$ cat config.mk
export PLATFORM = sky130hd
export DESIGN_NAME = ccu_top
export DESIGN_NICKNAME = d
export VERILOG_FILES = /design/src/rtl/ccu_pkg.sv /design/src/rtl/ccu_alu.sv /design/src/rtl/ccu_branch.sv /design/src/rtl/ccu_flagreg.sv /design/src/rtl/ccu_top.sv
export SDC_FILE = /design/constraint.sdc
export NUM_CORES = 1
export LEC_CHECK = 0
export CORE_MARGIN = 8
export CORE_UTILIZATION = 45
export DETAILED_ROUTE_END_ITERATION = 7
export GPL_TIMING_DRIVEN = 0
export PLACE_DENSITY = 0.81
export SYNTH_ARGS = -nofsm -noshare
export SYNTH_HDL_FRONTEND = slang
export SYNTH_SLANG_ARGS = --single-unit
$ cat constraint.sdc
create_clock -name clk -period 4.1 [get_ports clk]
set_input_delay 1.23 -clock clk [delete_from_list [all_inputs] [get_ports clk]]
set_output_delay 1.23 -clock clk [all_outputs]
set_load 0.02 [all_outputs]
$ cat src/rtl/ccu_pkg.sv
package ccu_pkg;

  typedef enum logic [3:0] {
    OP_CMPA = 4'd0,
    OP_CMPB = 4'd1,
    OP_CBA  = 4'd2,
    OP_BITA = 4'd3,
    OP_BITB = 4'd4,
    OP_CLR  = 4'd5,
    OP_CLC  = 4'd6,
    OP_CLI  = 4'd7,
    OP_CLV  = 4'd8,
    OP_BRA  = 4'd9
  } ccu_op_e;

  typedef struct packed {
    logic n;
    logic z;
    logic v;
    logic c;
  } ccr_t;

  localparam ccr_t CCR_RESET   = '{n: 1'b0, z: 1'b0, v: 1'b0, c: 1'b0};
  localparam ccr_t CCR_CLEARED = '{n: 1'b0, z: 1'b1, v: 1'b0, c: 1'b0};

  // Branch condition decode: code is the low nibble of the branch opcode.
  function automatic logic cond_met(input logic [3:0] code, input ccr_t f);
    logic lt;
    lt = f.n ^ f.v;
    case (code)
      4'h0:    return 1'b1;
      4'h1:    return 1'b0;
      4'h2:    return ~(f.c | f.z);
      4'h3:    return f.c | f.z;
      4'h4:    return ~f.c;
      4'h5:    return f.c;
      4'h6:    return ~f.z;
      4'h7:    return f.z;
      4'h8:    return ~f.v;
      4'h9:    return f.v;
      4'hA:    return ~f.n;
      4'hB:    return f.n;
      4'hC:    return ~lt;
      4'hD:    return lt;
      4'hE:    return ~(f.z | lt);
      default: return f.z | lt;
    endcase
  endfunction

endpackage

$ cat src/rtl/ccu_alu.sv
module ccu_alu
  import ccu_pkg::*;
#(
  parameter int DW = 8
) (
  input  logic [DW-1:0] lhs,
  input  logic [DW-1:0] rhs,
  output ccr_t          sub_f,
  output logic          and_n,
  output logic          and_z
);

  localparam int MSB = DW - 1;

  function automatic ccr_t sub_flags(input logic [DW-1:0] a, input logic [DW-1:0] b);
    logic [DW:0] wide;
    ccr_t f;
    wide = {1'b0, a} - {1'b0, b};
    f.n  = wide[MSB];
    f.z  = (wide[MSB:0] == '0);
    f.c  = wide[DW];
    f.v  = (a[MSB] ^ b[MSB]) & (a[MSB] ^ wide[MSB]);
    return f;
  endfunction

  logic [DW-1:0] masked;

  assign sub_f  = sub_flags(lhs, rhs);
  assign masked = lhs & rhs;
  assign and_n  = masked[MSB];
  assign and_z  = (masked == '0);

endmodule

$ cat src/rtl/ccu_branch.sv
module ccu_branch
  import ccu_pkg::*;
#(
  parameter int DW   = 8,
  parameter int PW   = 16,
  parameter int STEP = 2
) (
  input  logic [3:0]    br_cond,
  input  ccr_t          cur_f,
  input  logic [PW-1:0] pc,
  input  logic [DW-1:0] rel_off,
  output logic          cond_true,
  output logic [PW-1:0] seq_pc,
  output logic [PW-1:0] tgt_pc,
  output logic [PW-1:0] pick_pc
);

  localparam int EXT = PW - DW;

  function automatic logic [PW-1:0] rel_target(input logic [PW-1:0] base,
                                               input logic [DW-1:0] d);
    return base + {{EXT{d[DW-1]}}, d};
  endfunction

  assign cond_true = cond_met(br_cond, cur_f);
  assign seq_pc    = pc + PW'(STEP);
  assign tgt_pc    = rel_target(seq_pc, rel_off);
  assign pick_pc   = cond_true ? tgt_pc : seq_pc;

endmodule

$ cat src/rtl/ccu_flagreg.sv
module ccu_flagreg
  import ccu_pkg::*;
(
  input  logic clk,
  input  logic rst_n,
  input  logic upd_en,
  input  ccr_t d_f,
  input  logic d_i,
  output ccr_t q_f,
  output logic q_i
);

  always_ff @(posedge clk or negedge rst_n) begin
    if (!rst_n) begin
      q_f <= CCR_RESET;
      q_i <= 1'b1;
    end else if (upd_en) begin
      q_f <= d_f;
      q_i <= d_i;
    end
  end

endmodule

$ cat src/rtl/ccu_top.sv
module ccu_top
  import ccu_pkg::*;
#(
  parameter int DW       = 8,
  parameter int PW       = 16,
  parameter int CW       = 4,
  parameter int STEP     = 2,
  parameter int BR_CYC   = 3,
  parameter int BASE_CYC = 2
) (
  input  logic          clk,
  input  logic          rst_n,
  input  logic          op_valid,
  input  logic [3:0]    op_sel,
  input  logic [3:0]    br_cond,
  input  logic [DW-1:0] acc_a,
  input  logic [DW-1:0] acc_b,
  input  logic [DW-1:0] mem_opd,
  input  logic [DW-1:0] rel_off,
  input  logic [PW-1:0] pc,
  output logic          flag_n,
  output logic          flag_z,
  output logic          flag_v,
  output logic          flag_c,
  output logic          flag_i,
  output logic          br_taken,
  output logic [PW-1:0] next_pc,
  output logic [CW-1:0] op_cycles,
  output logic          done
);

  ccu_op_e       op;
  ccr_t          cur_f, sub_f, nxt_f;
  logic          cur_i, nxt_i;
  logic          and_n, and_z;
  logic [DW-1:0] lhs, rhs;
  logic          is_bra, upd_en, cond_true;
  logic [PW-1:0] seq_pc, tgt_pc, pick_pc;

  assign op     = ccu_op_e'(op_sel);
  assign is_bra = (op == OP_BRA);
  assign upd_en = op_valid;

  // operand routing
  always_comb begin
    lhs = acc_a;
    rhs = mem_opd;
    case (op)
      OP_CMPB, OP_BITB: lhs = acc_b;
      OP_CBA:           rhs = acc_b;
      default:          ;
    endcase
  end

  ccu_alu #(.DW(DW)) u_alu (
    .lhs   (lhs),
    .rhs   (rhs),
    .sub_f (sub_f),
    .and_n (and_n),
    .and_z (and_z)
  );

  ccu_branch #(.DW(DW), .PW(PW), .STEP(STEP)) u_br (
    .br_cond   (br_cond),
    .cur_f     (cur_f),
    .pc        (pc),
    .rel_off   (rel_off),
    .cond_true (cond_true),
    .seq_pc    (seq_pc),
    .tgt_pc    (tgt_pc),
    .pick_pc   (pick_pc)
  );

  // next flag values per operation
  always_comb begin
    nxt_f = cur_f;
    nxt_i = cur_i;
    case (op)
      OP_CMPA, OP_CMPB, OP_CBA: nxt_f = sub_f;
      OP_BITA, OP_BITB: begin
        nxt_f.n = and_n;
        nxt_f.z = and_z;
        nxt_f.v = 1'b0;
      end
      OP_CLR:  nxt_f   = CCR_CLEARED;
      OP_CLC:  nxt_f.c = 1'b0;
      OP_CLI:  nxt_i   = 1'b0;
      OP_CLV:  nxt_f.v = 1'b0;
      default: ;
    endcase
  end

  ccu_flagreg u_flags (
    .clk    (clk),
    .rst_n  (rst_n),
    .upd_en (upd_en),
    .d_f    (nxt_f),
    .d_i    (nxt_i),
    .q_f    (cur_f),
    .q_i    (cur_i)
  );

  always_ff @(posedge clk or negedge rst_n) begin
    if (!rst_n) begin
      br_taken  <= 1'b0;
      next_pc   <= '0;
      op_cycles <= '0;
      done      <= 1'b0;
    end else begin
      done <= op_valid;
      if (op_valid) begin
        op_cycles <= is_bra ? CW'(BR_CYC) : CW'(BASE_CYC);
        br_taken  <= is_bra & cond_true;
        if (is_bra) next_pc <= pick_pc;
      end
    end
  end

  assign flag_n = cur_f.n;
  assign flag_z = cur_f.z;
  assign flag_v = cur_f.v;
  assign flag_c = cur_f.c;
  assign flag_i = cur_i;

endmodule

==> flow_summary.json <==
{
  "result_of_the_run": "complete, no violations",
  "power.density_cell_area_nw_per_um2": 297,
  "core.rowCount": 29,
  "crit_path_top_delay_cell": "sky130_fd_sc_hd__clkdlybuf4s50_1",
  "fp.dieW_um": 95.8,
  "drt_pre_antenna_iters": 4,
  "synthesis.area_sq_um": 2870,
  "first_global_vias": 3043,
  "kind_of_start_point_of_the_critical_path": "input pin",
  "area_delta_synth_final_pct": 39.9,
  "switching_share_pct": 40.9,
  "post_drt_via_cell_ratio": 5.64,
  "die_height_um": 95.8,
  "grt_overflow": 0,
  "numCtsBuffers": 3,
  "final.setup.tns_ps": 0,
  "cts.htree.levels": 1,
  "clk_transition_reported_paths_ps": 90,
  "yosysMostFrequentCell": "sky130_fd_sc_hd__nand2_1",
  "root_buffer": "sky130_fd_sc_hd__clkbuf_8",
  "gpl.final_weighted_congestion": 0.913,
  "fp.coreArea_sq_um": 6240,
  "layout-drive-gt1-share_pct": 12.9,
  "setup.worst_path.end_class": "flop",
  "maxCapViolations": 0,
  "critical_path.max_stage_delay_ps": 540,
  "timing.max_slew.rel_slack_pct": 20.2,
  "synth.largest_area_cell": "sky130_fd_sc_hd__dfrtp_1",
  "floorplan.io_pins": 86,
  "netlist.area_leader.share_pct": 20.9,
  "crit_arrival_ps": 4250,
  "yosys-top-cells-area": "sky130_fd_sc_hd__dfrtp_1 (21%), sky130_fd_sc_hd__ha_1 (14%), sky130_fd_sc_hd__xnor2_1 (6.4%), sky130_fd_sc_hd__mux2_2 (5.9%), sky130_fd_sc_hd__nand2_1 (5.4%)",
  "pwr-share-clk_pct": 13.1,
  "antenna_found_initial": 2,
  "timing.critical_path.cells": "clkdlybuf4s50_1 > ha_1 > and3_4 > nand2_1 > xnor2_1 > ha_1 > a21o_1 > a21o_1 > a21o_1 > a221oi_2 > xnor2_1 > and3_1 > o31ai_1",
  "net-switching-power_mw": 0.488,
  "cts_tree": "done",
  "fp.dieArea_sq_um": 9190,
  "combinationalPowerShare_pct": 57.8,
  "post_synth_most_frequent_cells": "sky130_fd_sc_hd__nand2_1 (41), sky130_fd_sc_hd__ha_1 (32), sky130_fd_sc_hd__nor2_1 (26)",
  "cellInternalPower_mw": 0.706,
  "max_clock_freq_ghz": 0.246,
  "total_count_of_max_transition_violations_in_the_final_report": 0,
  "worstSetupPathType": "in2reg",
  "final_cell_count_no_fill": 519,
  "grt_max_degree": 26,
  "timing.final.crit_share_pct": 99.0,
  "drt_iter0_drc": 185,
  "synth_top_flop_cell": "sky130_fd_sc_hd__dfrtp_1",
  "power.share.sequential_pct": 29.1,
  "clock_path_buffers": 2,
  "final_nets": 534,
  "synth.yosys.seq_area_share_pct": 21.8,
  "synth-edff-count": 0,
  "worst_pin_slew_ps": 1190,
  "worst-path-max-fanout": 6,
  "rsz0062_at_grt": "true",
  "detailedPlacementHpwl_mm": 6.71,
  "postLayoutCoreUtil_pct": 64.3,
  "insertion_delay_ps": 280,
  "initial_utilization_pct": 46.0,
  "synth_cells": 348,
  "critical_path.most_common_cell": "sky130_fd_sc_hd__a21o_1",
  "num_vias": 2929,
  "hold_buffers": 0,
  "grtUsageTotal_pct": 18.4,
  "final-setup-viol-count": 0,
  "synthesis.yosys.warnings": 0,
  "cts_sinks": 25,
  "leakage_power_nw": 1.73,
  "place.detailed.instances": 506,
  "wl_mm": 8.64,
  "clock_skew_ps": 5.77,
  "timing.final.hold_violations": 0,
  "portBuffers": 80,
  "synth.ff_latch_count": 25,
  "grt_pass1_wl_mm": 13.8,
  "detail-route-antenna-nets": 0,
  "asyncSetResetFlopFracSynth_pct": 100,
  "ir_worst_vdd_mv": 0.187,
  "hold_class": "reg2reg",
  "timing.critical_path.required_ps": 4290,
  "remaining_drc_errors": 0,
  "wire_per_inst_um": 16.7,
  "synth_cell_type_count": 61,
  "period_needed_ps": 4060,
  "synth.avg_cell_area_sq_um": 8.24
}
-- per-layer routing --
| metal | GRT usage [%] | up-vias | wire [um] |
|---|---|---|---|
| li1 | - | 1433 | - |
| met1 | 21.6 | 1378 | 3530 |
| met2 | 32.9 | 98 | 4350 |
| met3 | 3.90 | 18 | 627 |
| met4 | 4.87 | 2 | 124 |
| met5 | 0 | - | 8 |
-- power groups by stage --
stage | clock network [mW] | registers (mW) | logic, mW
detailed placement | 0 | 0.352 | 0.658
CTS | 0.158 | 0.347 | 0.675
global placement | 0 | 0.350 | 0.641
floorplan | 0 | 0.420 | 0.315
finish | 0.156 | 0.348 | 0.690
global route | 0.168 | 0.355 | 0.751
-- cells in the final DEF, fill, tap and decap left out, drive strengths merged, types with 3 or more instances in the layout --
cell and n:
buf 15, and3 9, o21ai 18, a31oi 10, nand3 10, xor2 12, inv 19, nor3 5
clkbuf 9, a21o 6, o21a 3, nand2 41, mux2i 4, o211ai 4, xnor2 21, ha 32
dfrtp 24, or3 3, a21oi 22, nor2 26, mux2 16, nor2b 5, clkdlybuf4s50 79
-- state kept, by name (all words and copies together) (netlist names) --
register	flops
br_taken	1
done	1
u_flags.q_f	4
u_flags.q_i	1
next_pc	16
op_cycles	2
-- layout make-up --
class	count	area [sq um]
antenna	1	2.50
clock inverter	1	7.51
timing repair buffer	88	863
buffer	13	73.8
multi-input combinational	292	2230
tap	77	96.3
sequential	25	627
clock buffer	3	41.3
fill	540	2230
inverter	19	71.3
-- worst max-delay path: cells and delay by family --
kind / cells / cell delay (ps)
AOI/OAI and AO/OA: 5 / 1020
xor gates and xnor gates: 2 / 310
adders and majority gates: 2 / 580
buffers and inverters: 1 / 540
and+or+nand+nor: 3 / 540
-- logic make-up (layout without fill, tap and decap cells) --
family / after synthesis / count (layout) / synth area share [%]
mux: 20 / 20 / 7.68
buf+inv: 32 / 124 / 4.75
flops: 25 / 25 / 21.8
compound gates: 85 / 85 / 19.5
fa+ha+maj: 33 / 33 / 14.7
xor+xnor: 33 / 33 / 10.3
simple gates: 119 / 119 / 21.2
other cells: 1 / 3 / 0.131
-- through the flow --
step	setup WS [ps]	hold WS [ps]	instance area, sq um	power (mW)
finish	40.9	471	4010	1.19
global route	-111	486	4010	1.27
CTS	-46.0	463	3920	1.18
detailed placement	-952	444	3780	1.01
global placement	-819	444	3780	0.992
floorplan	40.7	477	2880	0.734
-- what timing repair did --
action | 4_1_cts | 5_1_grt
endpoints found under the setup margin | 6 | 7
setup buffers | 6 | 2
gates cloned | 0 | 0
pin swaps | 1 | 2
resized for setup | 10 | 12
-- worst paths after layout --
kind,from,end,slack [ps],cells after the start
max,pc[1],next_pc[15]$_DFFE_PN0P_,40,13
min,u_flags.q_i$_DFFE_PN1P_,u_flags.q_i$_DFFE_PN1P_,470,2
max reg2reg,u_flags.q_f[3]$_DFFE_PN0P_,next_pc[6]$_DFFE_PN0P_,1810,7
min reg2reg,u_flags.q_i$_DFFE_PN1P_,u_flags.q_i$_DFFE_PN1P_,470,2
max in group asynchronous,rst_n,op_cycles[1]$_DFFE_PN0P_,1810,1
min in group asynchronous,rst_n,next_pc[3]$_DFFE_PN0P_,1580,1
Note: power is estimated with default switching activity, not from simulation.
